[config.mk]
export PLATFORM = sky130hd
export DESIGN_NAME = oneshot_rearm
export DESIGN_NICKNAME = d
export VERILOG_FILES = /design/src/rtl/oneshot_pkg.sv /design/src/rtl/sync_chain.sv /design/src/rtl/debounce_filter.sv /design/src/rtl/pulse_timer.sv /design/src/rtl/oneshot_rearm.sv
export SDC_FILE = /design/constraint.sdc
export NUM_CORES = 1
export LEC_CHECK = 0
export CAP_MARGIN = 30
export CORE_MARGIN = 4
export CORE_UTILIZATION = 35
export CTS_BUF_LIST = sky130_fd_sc_hd__clkbuf_8 sky130_fd_sc_hd__clkbuf_16
export DETAILED_ROUTE_END_ITERATION = 8
export GPL_TIMING_DRIVEN = 0
export PLACE_DENSITY_LB_ADDON = 0.12
export REMOVE_ABC_BUFFERS = 1
export SLEW_MARGIN = 20
export SYNTH_ARGS = -nofsm -noshare
export SYNTH_HDL_FRONTEND = slang
export SYNTH_SLANG_ARGS = --single-unit
[constraint.sdc]
create_clock -name clk -period 2.15 [get_ports clk]
set_input_delay 0.215 -clock clk [delete_from_list [all_inputs] [get_ports clk]]
set_output_delay 0.215 -clock clk [all_outputs]
set_load 0.05 [all_outputs]
[src/rtl/oneshot_pkg.sv]
package oneshot_pkg;
  typedef enum logic [1:0] {
    ST_ARMED  = 2'd0,
    ST_FIRING = 2'd1,
    ST_LOCKED = 2'd2
  } os_state_e;
endpackage

[src/rtl/sync_chain.sv]
module sync_chain #(
  parameter int STAGES = 2
) (
  input  logic clk,
  input  logic rst,
  input  logic d_i,
  output logic q_o
);
  logic [STAGES-1:0] chain_q;

  generate
    for (genvar g = 0; g < STAGES; g++) begin : g_stage
      if (g == 0) begin : g_first
        always_ff @(posedge clk) begin
          if (rst) chain_q[0] <= 1'b0;
          else     chain_q[0] <= d_i;
        end
      end else begin : g_rest
        always_ff @(posedge clk) begin
          if (rst) chain_q[g] <= 1'b0;
          else     chain_q[g] <= chain_q[g-1];
        end
      end
    end
  endgenerate

  assign q_o = chain_q[STAGES-1];
endmodule

[src/rtl/debounce_filter.sv]
module debounce_filter #(
  parameter int HOLD_CYCLES = 8
) (
  input  logic clk,
  input  logic rst,
  input  logic raw_i,
  output logic level_o,
  output logic press_o
);
  localparam int CW = (HOLD_CYCLES < 2) ? 1 : $clog2(HOLD_CYCLES);
  localparam logic [CW-1:0] LAST = CW'(HOLD_CYCLES - 1);

  logic [CW-1:0] run_q;
  logic          level_q;
  logic          press_q;

  always_ff @(posedge clk) begin
    if (rst) begin
      run_q   <= '0;
      level_q <= 1'b0;
      press_q <= 1'b0;
    end else begin
      press_q <= 1'b0;
      if (raw_i != level_q) begin
        if (run_q == LAST) begin
          run_q   <= '0;
          level_q <= raw_i;
          press_q <= raw_i;
        end else begin
          run_q <= run_q + 1'b1;
        end
      end else begin
        run_q <= '0;
      end
    end
  end

  assign level_o = level_q;
  assign press_o = press_q;
endmodule

[src/rtl/pulse_timer.sv]
module pulse_timer #(
  parameter int WIDTH_CYCLES = 5000
) (
  input  logic clk,
  input  logic rst,
  input  logic start_i,
  output logic done_o
);
  localparam int CW = (WIDTH_CYCLES < 2) ? 1 : $clog2(WIDTH_CYCLES);
  localparam logic [CW-1:0] LOAD = CW'(WIDTH_CYCLES - 1);

  logic [CW-1:0] cnt_q;
  logic          run_q;

  always_ff @(posedge clk) begin
    if (rst) begin
      cnt_q <= '0;
      run_q <= 1'b0;
    end else if (start_i) begin
      cnt_q <= LOAD;
      run_q <= 1'b1;
    end else if (run_q) begin
      if (cnt_q == '0) run_q <= 1'b0;
      else             cnt_q <= cnt_q - 1'b1;
    end
  end

  assign done_o = run_q && (cnt_q == '0);
endmodule

[src/rtl/oneshot_rearm.sv]
module oneshot_rearm
  import oneshot_pkg::*;
#(
  parameter int PULSE_CYCLES    = 5000,
  parameter int SYNC_STAGES     = 2,
  parameter int DEBOUNCE_CYCLES = 500000
) (
  input  logic clk,
  input  logic rst,
  input  logic sig_i,
  input  logic rearm_i,
  output logic fire_o
);
  logic      sig_sync;
  logic      sig_prev_q;
  logic      sig_rise;
  logic      rearm_sync;
  logic      rearm_level;
  logic      rearm_press;
  logic      timer_start;
  logic      timer_done;
  logic      pend_q, pend_d;
  logic      fire_q;
  os_state_e state_q, state_d;

  sync_chain #(.STAGES(SYNC_STAGES)) u_sig_sync (
    .clk(clk), .rst(rst), .d_i(sig_i), .q_o(sig_sync)
  );

  sync_chain #(.STAGES(SYNC_STAGES)) u_btn_sync (
    .clk(clk), .rst(rst), .d_i(rearm_i), .q_o(rearm_sync)
  );

  debounce_filter #(.HOLD_CYCLES(DEBOUNCE_CYCLES)) u_btn_filter (
    .clk(clk), .rst(rst), .raw_i(rearm_sync),
    .level_o(rearm_level), .press_o(rearm_press)
  );

  pulse_timer #(.WIDTH_CYCLES(PULSE_CYCLES)) u_width (
    .clk(clk), .rst(rst), .start_i(timer_start), .done_o(timer_done)
  );

  // Edge detector keeps tracking in every state, so a level that is
  // already high at arm time produces no edge.
  always_ff @(posedge clk) begin
    if (rst) sig_prev_q <= 1'b0;
    else     sig_prev_q <= sig_sync;
  end
  assign sig_rise = sig_sync && !sig_prev_q;

  always_comb begin
    state_d     = state_q;
    pend_d      = pend_q;
    timer_start = 1'b0;
    unique case (state_q)
      ST_ARMED: begin
        if (sig_rise) begin
          state_d     = ST_FIRING;
          timer_start = 1'b1;
          pend_d      = 1'b0;
        end
      end
      ST_FIRING: begin
        if (rearm_press) pend_d = 1'b1;
        if (timer_done) begin
          state_d = (pend_q || rearm_press) ? ST_ARMED : ST_LOCKED;
          pend_d  = 1'b0;
        end
      end
      ST_LOCKED: begin
        if (rearm_press) state_d = ST_ARMED;
      end
      default: begin
        state_d = ST_ARMED;
        pend_d  = 1'b0;
      end
    endcase
  end

  always_ff @(posedge clk) begin
    if (rst) begin
      state_q <= ST_ARMED;
      pend_q  <= 1'b0;
      fire_q  <= 1'b0;
    end else begin
      state_q <= state_d;
      pend_q  <= pend_d;
      fire_q  <= (state_d == ST_FIRING);
    end
  end

  assign fire_o = fire_q;
endmodule

After elaboration in Yosys (flattened, before gate mapping)
Index checks and enable logic that the tools add are counted.
- bits in registers: 44
- output and inout bits: 1
- logic and storage cells: 59
- add/sub/neg operators: 2
- equal/unequal tests: 8
- muxes and demuxes: 17
- bitwise gates (word level): 4
- reductions and logical operators: 14
- operators by type and width (kind ; number):
    2-to-1 mux 13 bit ; 3
    adder 19 x 1 -> 19 bit (second input constant) ; 1
    equality test 19 bit (second input constant) ; 1
    logical NOT 13 bit ; 1
    subtractor 13 x 1 -> 13 bit (second input constant) ; 1
    2-to-1 mux 1 bit ; 8
    2-to-1 mux 2 bit ; 4
    case mux 2 bit (3 select lines) ; 1
    AND reduction 2 bit ; 3
    OR reduction 3 bit ; 2
    equality test 2 x 1 -> 1 bit (second input constant) ; 2
    inequality test 2 bit (second input constant) ; 2
    inverter 1 bit ; 4
    inequality test 3 x 2 -> 1 bit (second input constant) ; 1
    case mux 1 bit (3 select lines) ; 1
    AND reduction 3 bit ; 1
    equality test 2 bit (second input constant) ; 1
    logical AND 1 bit ; 2
    logical NOT 2 bit ; 1
    nonzero test 2 bit ; 1
    OR reduction 2 bit ; 1
    logical NOT 1 bit ; 1
    logical OR 1 bit ; 1
    inequality test 1 bit ; 1

Depth between registers and ports, before layout
- depth after elaboration: 6
- gate-level depth with buffers: 7

Hierarchy
A second synthesis with hierarchy kept.
- cell total of the unflattened synthesis: 219
- area total of the unflattened synthesis: 2069.5 µm²
- by module, submodules not included (module ; instances ; cells each ; area each (µm²)):
    debounce_filter ; 1 ; 110 ; 1054.8
    pulse_timer ; 1 ; 81 ; 714.4
    oneshot_rearm ; 1 ; 20 ; 195.2
    sync_chain ; 2 ; 4 ; 52.6

Least setup slack after synthesis
No wires, ideal clock.
- kind: register to register
- from: register u_btn_filter.run_q[6]
- to: register u_btn_filter.run_q[9]
- setup time: 0.115 ns
- arrival time: 1.834 ns
- required time: 2.035 ns
- slack: 0.202 ns
- stages on the path, launching flop included: 6
- path through: dfxtp_1 or4b_2 or4_4 o21bai_4 buf_6 nor2_1
- longest elaborated chain between the ends: 2
- elaborated cells between the ends (all ways): 3
- RTL lines (element ; RTL line ; text):
    start: declaration ; debounce_filter.sv:13 ; logic [CW-1:0] run_q;
    start signal: assignment ; debounce_filter.sv:30 ; run_q <= run_q + 1'b1;
    parallel branches: the longest is 2 deep, another holds adder 19 x 1 -> 19 bit ; -- ;
Several ways; the timed one is not identified.
A chain may end at the register's enable or synchronous reset.

Worst setup path in the final report
- from: register u_btn_filter.run_q[6]
- to: register u_btn_filter.run_q[14]
Same word-level chain as after synthesis.

==> report_table.html <==
<table>
<tr><th>Metric</th><th>Value</th></tr>
<tr><th colspan="2">Run status</th></tr>
<tr><td>Run status</td><td>completed</td></tr>
<tr><th colspan="2">Synth</th></tr>
<tr><td>Proportion of synthesized flip-flops having asynchronous set or reset</td><td>0%</td></tr>
<tr><td>Mean cell area of the mapped netlist</td><td>between 9 and 10 um2</td></tr>
<tr><td>Number of enable-type register cells in the synthesized netlist</td><td>0</td></tr>
<tr><td>Share of the synthesized area in the top cell type</td><td>a little over two fifths</td></tr>
<tr><td>Yosys top cell by area</td><td>sky130_fd_sc_hd__dfxtp_1</td></tr>
<tr><td>Top area cells in the synthesized netlist</td><td>sky130_fd_sc_hd__dfxtp_1, sky130_fd_sc_hd__or4_1, sky130_fd_sc_hd__a21oi_1</td></tr>
<tr><td>Yosys warns</td><td>0</td></tr>
<tr><td>Post-synthesis instance area</td><td>between 2000 and 2500 um2</td></tr>
<tr><td>Library cells used by synthesis</td><td>a little over 40</td></tr>
<tr><td>Cells after synthesis</td><td>roughly 220</td></tr>
<tr><td>Sequential area share after synthesis</td><td>a little over two fifths</td></tr>
<tr><td>#FFs+latches synth</td><td>44</td></tr>
<tr><td>Primary flip-flop cell chosen by synthesis mapping</td><td>sky130_fd_sc_hd__dfxtp_1</td></tr>
<tr><th colspan="2">Clock network</th></tr>
<tr><td>Reg clk slew, reported paths</td><td>~0.08 ns</td></tr>
<tr><td>Total CTS buffers</td><td>5</td></tr>
<tr><td>Root Buffer Master</td><td>sky130_fd_sc_hd__clkbuf_8</td></tr>
<tr><td>H-tree level count</td><td>2</td></tr>
<tr><td>Clock buffer depth</td><td>2</td></tr>
<tr><td>CTS tree</td><td>done</td></tr>
<tr><td>Insertion delay to the later sink of the worst-skew pair</td><td>approximately 0.29 ns</td></tr>
<tr><td>Sink Count</td><td>between 40 and 50</td></tr>
<tr><td>Hold-fix buffer count after cts</td><td>0</td></tr>
<tr><th colspan="2">Setup path</th></tr>
<tr><td>Crit Path Class</td><td>reg2reg</td></tr>
<tr><td>Data required time of the worst path</td><td>2.33 ns</td></tr>
<tr><td>Launching element type of the critical path</td><td>flop</td></tr>
<tr><td>Type of destination of the critical path</td><td>flop</td></tr>
<tr><td>Reg2Reg Launch Point</td><td>u_btn_filter.run_q[6]</td></tr>
<tr><td>R2R Path End</td><td>u_btn_filter.run_q[14]</td></tr>
<tr><td>Flop2flop setup slack</td><td>between 0.1 and 0.15 ns</td></tr>
<tr><td>Worst R2R Path Depth</td><td>5</td></tr>
<tr><td>Maximum fanout along the worst path</td><td>15</td></tr>
<tr><td>Data arrival time of the worst path</td><td>roughly 2.2 ns</td></tr>
<tr><td>Start point of the critical path</td><td>u_btn_filter.run_q[6]</td></tr>
<tr><th colspan="2">Detailed routing</th></tr>
<tr><td>Detailed-route vias per instance</td><td>~5.4</td></tr>
<tr><td>Number of routed nets with antenna violations</td><td>0</td></tr>
<tr><td>Via count</td><td>1618</td></tr>
<tr><td>Avg WL per Cell</td><td>about 13 um</td></tr>
<tr><td>Iteration count of the initial detailed-routing pass</td><td>5</td></tr>
<tr><td>Initial detailed-routing violation count</td><td>54</td></tr>
<tr><td>Routed wire length</td><td>approximately 3800 um</td></tr>
<tr><td>Final routed DRC violation total</td><td>0</td></tr>
<tr><th colspan="2">Place</th></tr>
<tr><td>Placement Setup Slack</td><td>roughly 0.030 ns</td></tr>
<tr><td>HPWL after detailed placement</td><td>~2600 um</td></tr>
<tr><td>Final RePlAce weighted congestion</td><td>roughly 0.73</td></tr>
<tr><td>Number of port buffers</td><td>4</td></tr>
<tr><th colspan="2">GRT</th></tr>
<tr><td>Number of antenna violations at the first check in global routing</td><td>0</td></tr>
<tr><td>Largest net degree at the start of global routing</td><td>21</td></tr>
<tr><td>Via count of the first global-routing pass</td><td>between 1k and 1.5k</td></tr>
<tr><td>All-layer global routing usage</td><td>between 10% and 20%</td></tr>
<tr><td>Grt total ovfl</td><td>0</td></tr>
<tr><td>Global-route wire length before repair</td><td>6460 um</td></tr>
<tr><th colspan="2">Finish</th></tr>
<tr><td>Register with the highest flop count</td><td>u_btn_filter.run_q</td></tr>
<tr><td>Diode insertion count for antenna repair</td><td>0</td></tr>
<tr><td>Number of fill cells in the layout</td><td>between 500 and 600</td></tr>
<tr><td>Synthesis-to-finish area growth</td><td>9.72%</td></tr>
<tr><td>Nets</td><td>roughly 230</td></tr>
<tr><td>Flip-flop count of the largest register, all copies and words added</td><td>19</td></tr>
<tr><td>Largest regs</td><td>u_btn_filter.run_q: 19 flops, u_width.cnt_q: 13 flops, state_q: 2 flops</td></tr>
<tr><td>Fraction of final layout cells with drive strength greater than 1</td><td>8.33%</td></tr>
<tr><th colspan="2">Die</th></tr>
<tr><td>Die height</td><td>roughly 84 um</td></tr>
<tr><td>Core Area</td><td>5540 um2</td></tr>
<tr><td>Count of boundary I/O pins</td><td>5</td></tr>
<tr><td>Horiz. Die Dim</td><td>around 84 um</td></tr>
<tr><td>Floorplan row count</td><td>27</td></tr>
<tr><td>Die ar.</td><td>approximately 7000 um2</td></tr>
<tr><td>Starting density of the core</td><td>between 30% and 40%</td></tr>
<tr><th colspan="2">Power and ir drop</th></tr>
<tr><td>Worst IR drop on VDD</td><td>about 320 uV</td></tr>
<tr><td>Share of total power in the clock network</td><td>31.6%</td></tr>
<tr><td>Sequential cell fraction of total power</td><td>approximately 55%</td></tr>
<tr><td>Leakage</td><td>between 0.0006 and 0.0007 uW</td></tr>
<tr><td>Combinational fraction of design power</td><td>a little over an eighth</td></tr>
<tr><td>Internal</td><td>between 1000 and 1500 uW</td></tr>
<tr><td>Sw Pwr</td><td>~420 uW</td></tr>
<tr><td>Power density over the cells</td><td>708 nW/um2</td></tr>
<tr><td>Switching fraction of total power</td><td>a little over a quarter</td></tr>
<tr><th colspan="2">STA</th></tr>
<tr><td>Final period utilization</td><td>about 95%</td></tr>
<tr><td>Actual slew at the worst max-slew pin</td><td>between 0.7 and 0.8 ns</td></tr>
<tr><td>Worst-case setup margin in the final layout</td><td>between 0.1 and 0.15 ns</td></tr>
<tr><td>Number of endpoints with negative hold slack in the final report</td><td>0</td></tr>
<tr><td>Setup violations, final</td><td>0</td></tr>
<tr><td>FMAX</td><td>about 490 MHz</td></tr>
<tr><td>Setup TNS Final</td><td>0 ns</td></tr>
<tr><td>Setup repair after global routing missed its margin</td><td>false</td></tr>
<tr><td>Clock Skews</td><td>0.00775 ns</td></tr>
<tr><td>Slew Limit Headroom</td><td>51.1%</td></tr>
<tr><td>Minimum hold slack</td><td>0.425 ns</td></tr>
<tr><td>Count of pins over their slew limit</td><td>0</td></tr>
<tr><td>Final min period</td><td>2.04 ns</td></tr>
<tr><th colspan="2">Worst hold path</th></tr>
<tr><td>Path type of the worst min-delay path</td><td>reg2reg</td></tr>
<tr><td>Hold-critical path depth</td><td>1</td></tr>
<tr><td>Worst hold start</td><td>u_btn_filter.press_o</td></tr>
<tr><td>Worst Hold Endpoint</td><td>state_q[1]</td></tr>
<tr><th colspan="2">Run</th></tr>
<tr><td>Max cap viols</td><td>0</td></tr>
</table>
-- final cells by class --
class	count	area, um2	share of cell area [%]
Clock buffer	5	68.8	3.12
Timing Repair Buffer	5	60.1	2.73
Tap cell	72	90.1	4.09
Clock inverter	2	8.76	0.398
Inverter	10	37.5	1.70
Multi-Input combinational cell	162	1060	48.0
Sequential cell	44	881	40.0
-- synthesized netlist by cell type (2+ instances only) --
| master | number |
|---|---|
| sky130_fd_sc_hd__ha_1 | 2 |
| sky130_fd_sc_hd__nor2_1 | 19 |
| sky130_fd_sc_hd__o31ai_1 | 9 |
| sky130_fd_sc_hd__nand3_1 | 5 |
| sky130_fd_sc_hd__and4_1 | 2 |
| sky130_fd_sc_hd__clkbuf_1 | 2 |
| sky130_fd_sc_hd__a21oi_1 | 17 |
| sky130_fd_sc_hd__nor4_1 | 3 |
| sky130_fd_sc_hd__xnor2_1 | 4 |
| sky130_fd_sc_hd__a31oi_1 | 4 |
| sky130_fd_sc_hd__inv_1 | 10 |
| sky130_fd_sc_hd__nand2b_1 | 3 |
| sky130_fd_sc_hd__or2_2 | 2 |
| sky130_fd_sc_hd__buf_6 | 3 |
| sky130_fd_sc_hd__nor4_2 | 2 |
| sky130_fd_sc_hd__or4_1 | 13 |
| sky130_fd_sc_hd__o21a_1 | 2 |
| sky130_fd_sc_hd__nand2_1 | 10 |
| sky130_fd_sc_hd__nor3_1 | 7 |
| sky130_fd_sc_hd__nand4_1 | 5 |
| sky130_fd_sc_hd__xor2_1 | 8 |
| sky130_fd_sc_hd__o21ai_0 | 10 |
| sky130_fd_sc_hd__or4b_2 | 2 |
| sky130_fd_sc_hd__or3_1 | 12 |
| sky130_fd_sc_hd__a2111oi_0 | 3 |
| sky130_fd_sc_hd__nor2b_1 | 6 |
| sky130_fd_sc_hd__dfxtp_1 | 44 |
-- how the worst max path moves through the flow --
| stage | to | slack (ns) | depth (start not counted) |
|---|---|---|---|
| floorplan | u_btn_filter.run_q[10] | 0.22 | 4 |
| global placement | u_btn_filter.run_q[6] | 0.03 | 4 |
| detailed placement | u_btn_filter.run_q[6] | 0.03 | 4 |
| CTS | u_btn_filter.run_q[6] | 0.01 | 4 |
| global route | u_btn_filter.run_q[14] | 0.02 | 5 |
| finish | u_btn_filter.run_q[14] | 0.11 | 5 |
-- layer usage --
layer  global-route usage [%]  up-vias  wire length (um)
met2                     15.6       14              1570
met4                     4.39        0                70
li1                         -      836                 -
met1                     15.8      761              2060
met5                        0        -                 0
met3                     2.96        7                97
-- cell usage in the layout, fill, tap and decap left out, drive strengths merged, types with 5 or more instances in the layout --
cell	instances
nand2	10
nor3	7
inv	11
or3	12
a21oi	17
nand4	5
nor4	5
dfxtp	44
o31ai	9
o21ai	10
xor2	8
clkbuf	5
or4	14
nor2b	6
nor2	19
nand3	5
-- power groups by stage --
| stage | registers (uW) | clock network (uW) | logic (uW) |
|---|---|---|---|
| 6_report | 862 | 494 | 206 |
| 5_1_grt | 866 | 542 | 232 |
| 4_1_cts | 861 | 514 | 184 |
| 3_5_place_dp | 880 | 0 | 182 |
| 3_3_place_gp | 880 | 0 | 182 |
| 2_1_floorplan | 877 | 0 | 133 |
-- cells by family after synthesis --
| family | share of synthesized area (%) |
|---|---|
| simple gates | 29.0 |
| buf+inv | 4.61 |
| flops | 43.9 |
| xor+xnor | 5.23 |
| fa+ha+maj | 1.25 |
| compound gates | 16.1 |
-- what timing repair did --
action / CTS / global route
gates resized for setup: 0 / 3
endpoints found under the hold margin: 0 / 0
endpoints found under the setup margin: 0 / 26
buffers inserted: 0 / 1
-- stage by stage --
step                instances  utilization [%]  total power (uW)  area (um2)
finish                    300             39.8              1560        2200
global route              300             39.8              1640        2200
CTS                       299             39.0              1560        2160
detailed placement        292             37.6              1060        2080
global placement          292             37.6              1060        2080
floorplan                 216                -              1010        1950
-- critical path, cell delays in order (launching register included) --
cell and delay (ns):
sky130_fd_sc_hd__dfxtp_1 0.37, sky130_fd_sc_hd__or4b_2 0.67, sky130_fd_sc_hd__or4_4 0.48, sky130_fd_sc_hd__o21bai_4 0.20, sky130_fd_sc_hd__buf_12 0.16, sky130_fd_sc_hd__a21oi_1 0.05
Note: power is estimated with default switching activity, not from simulation.
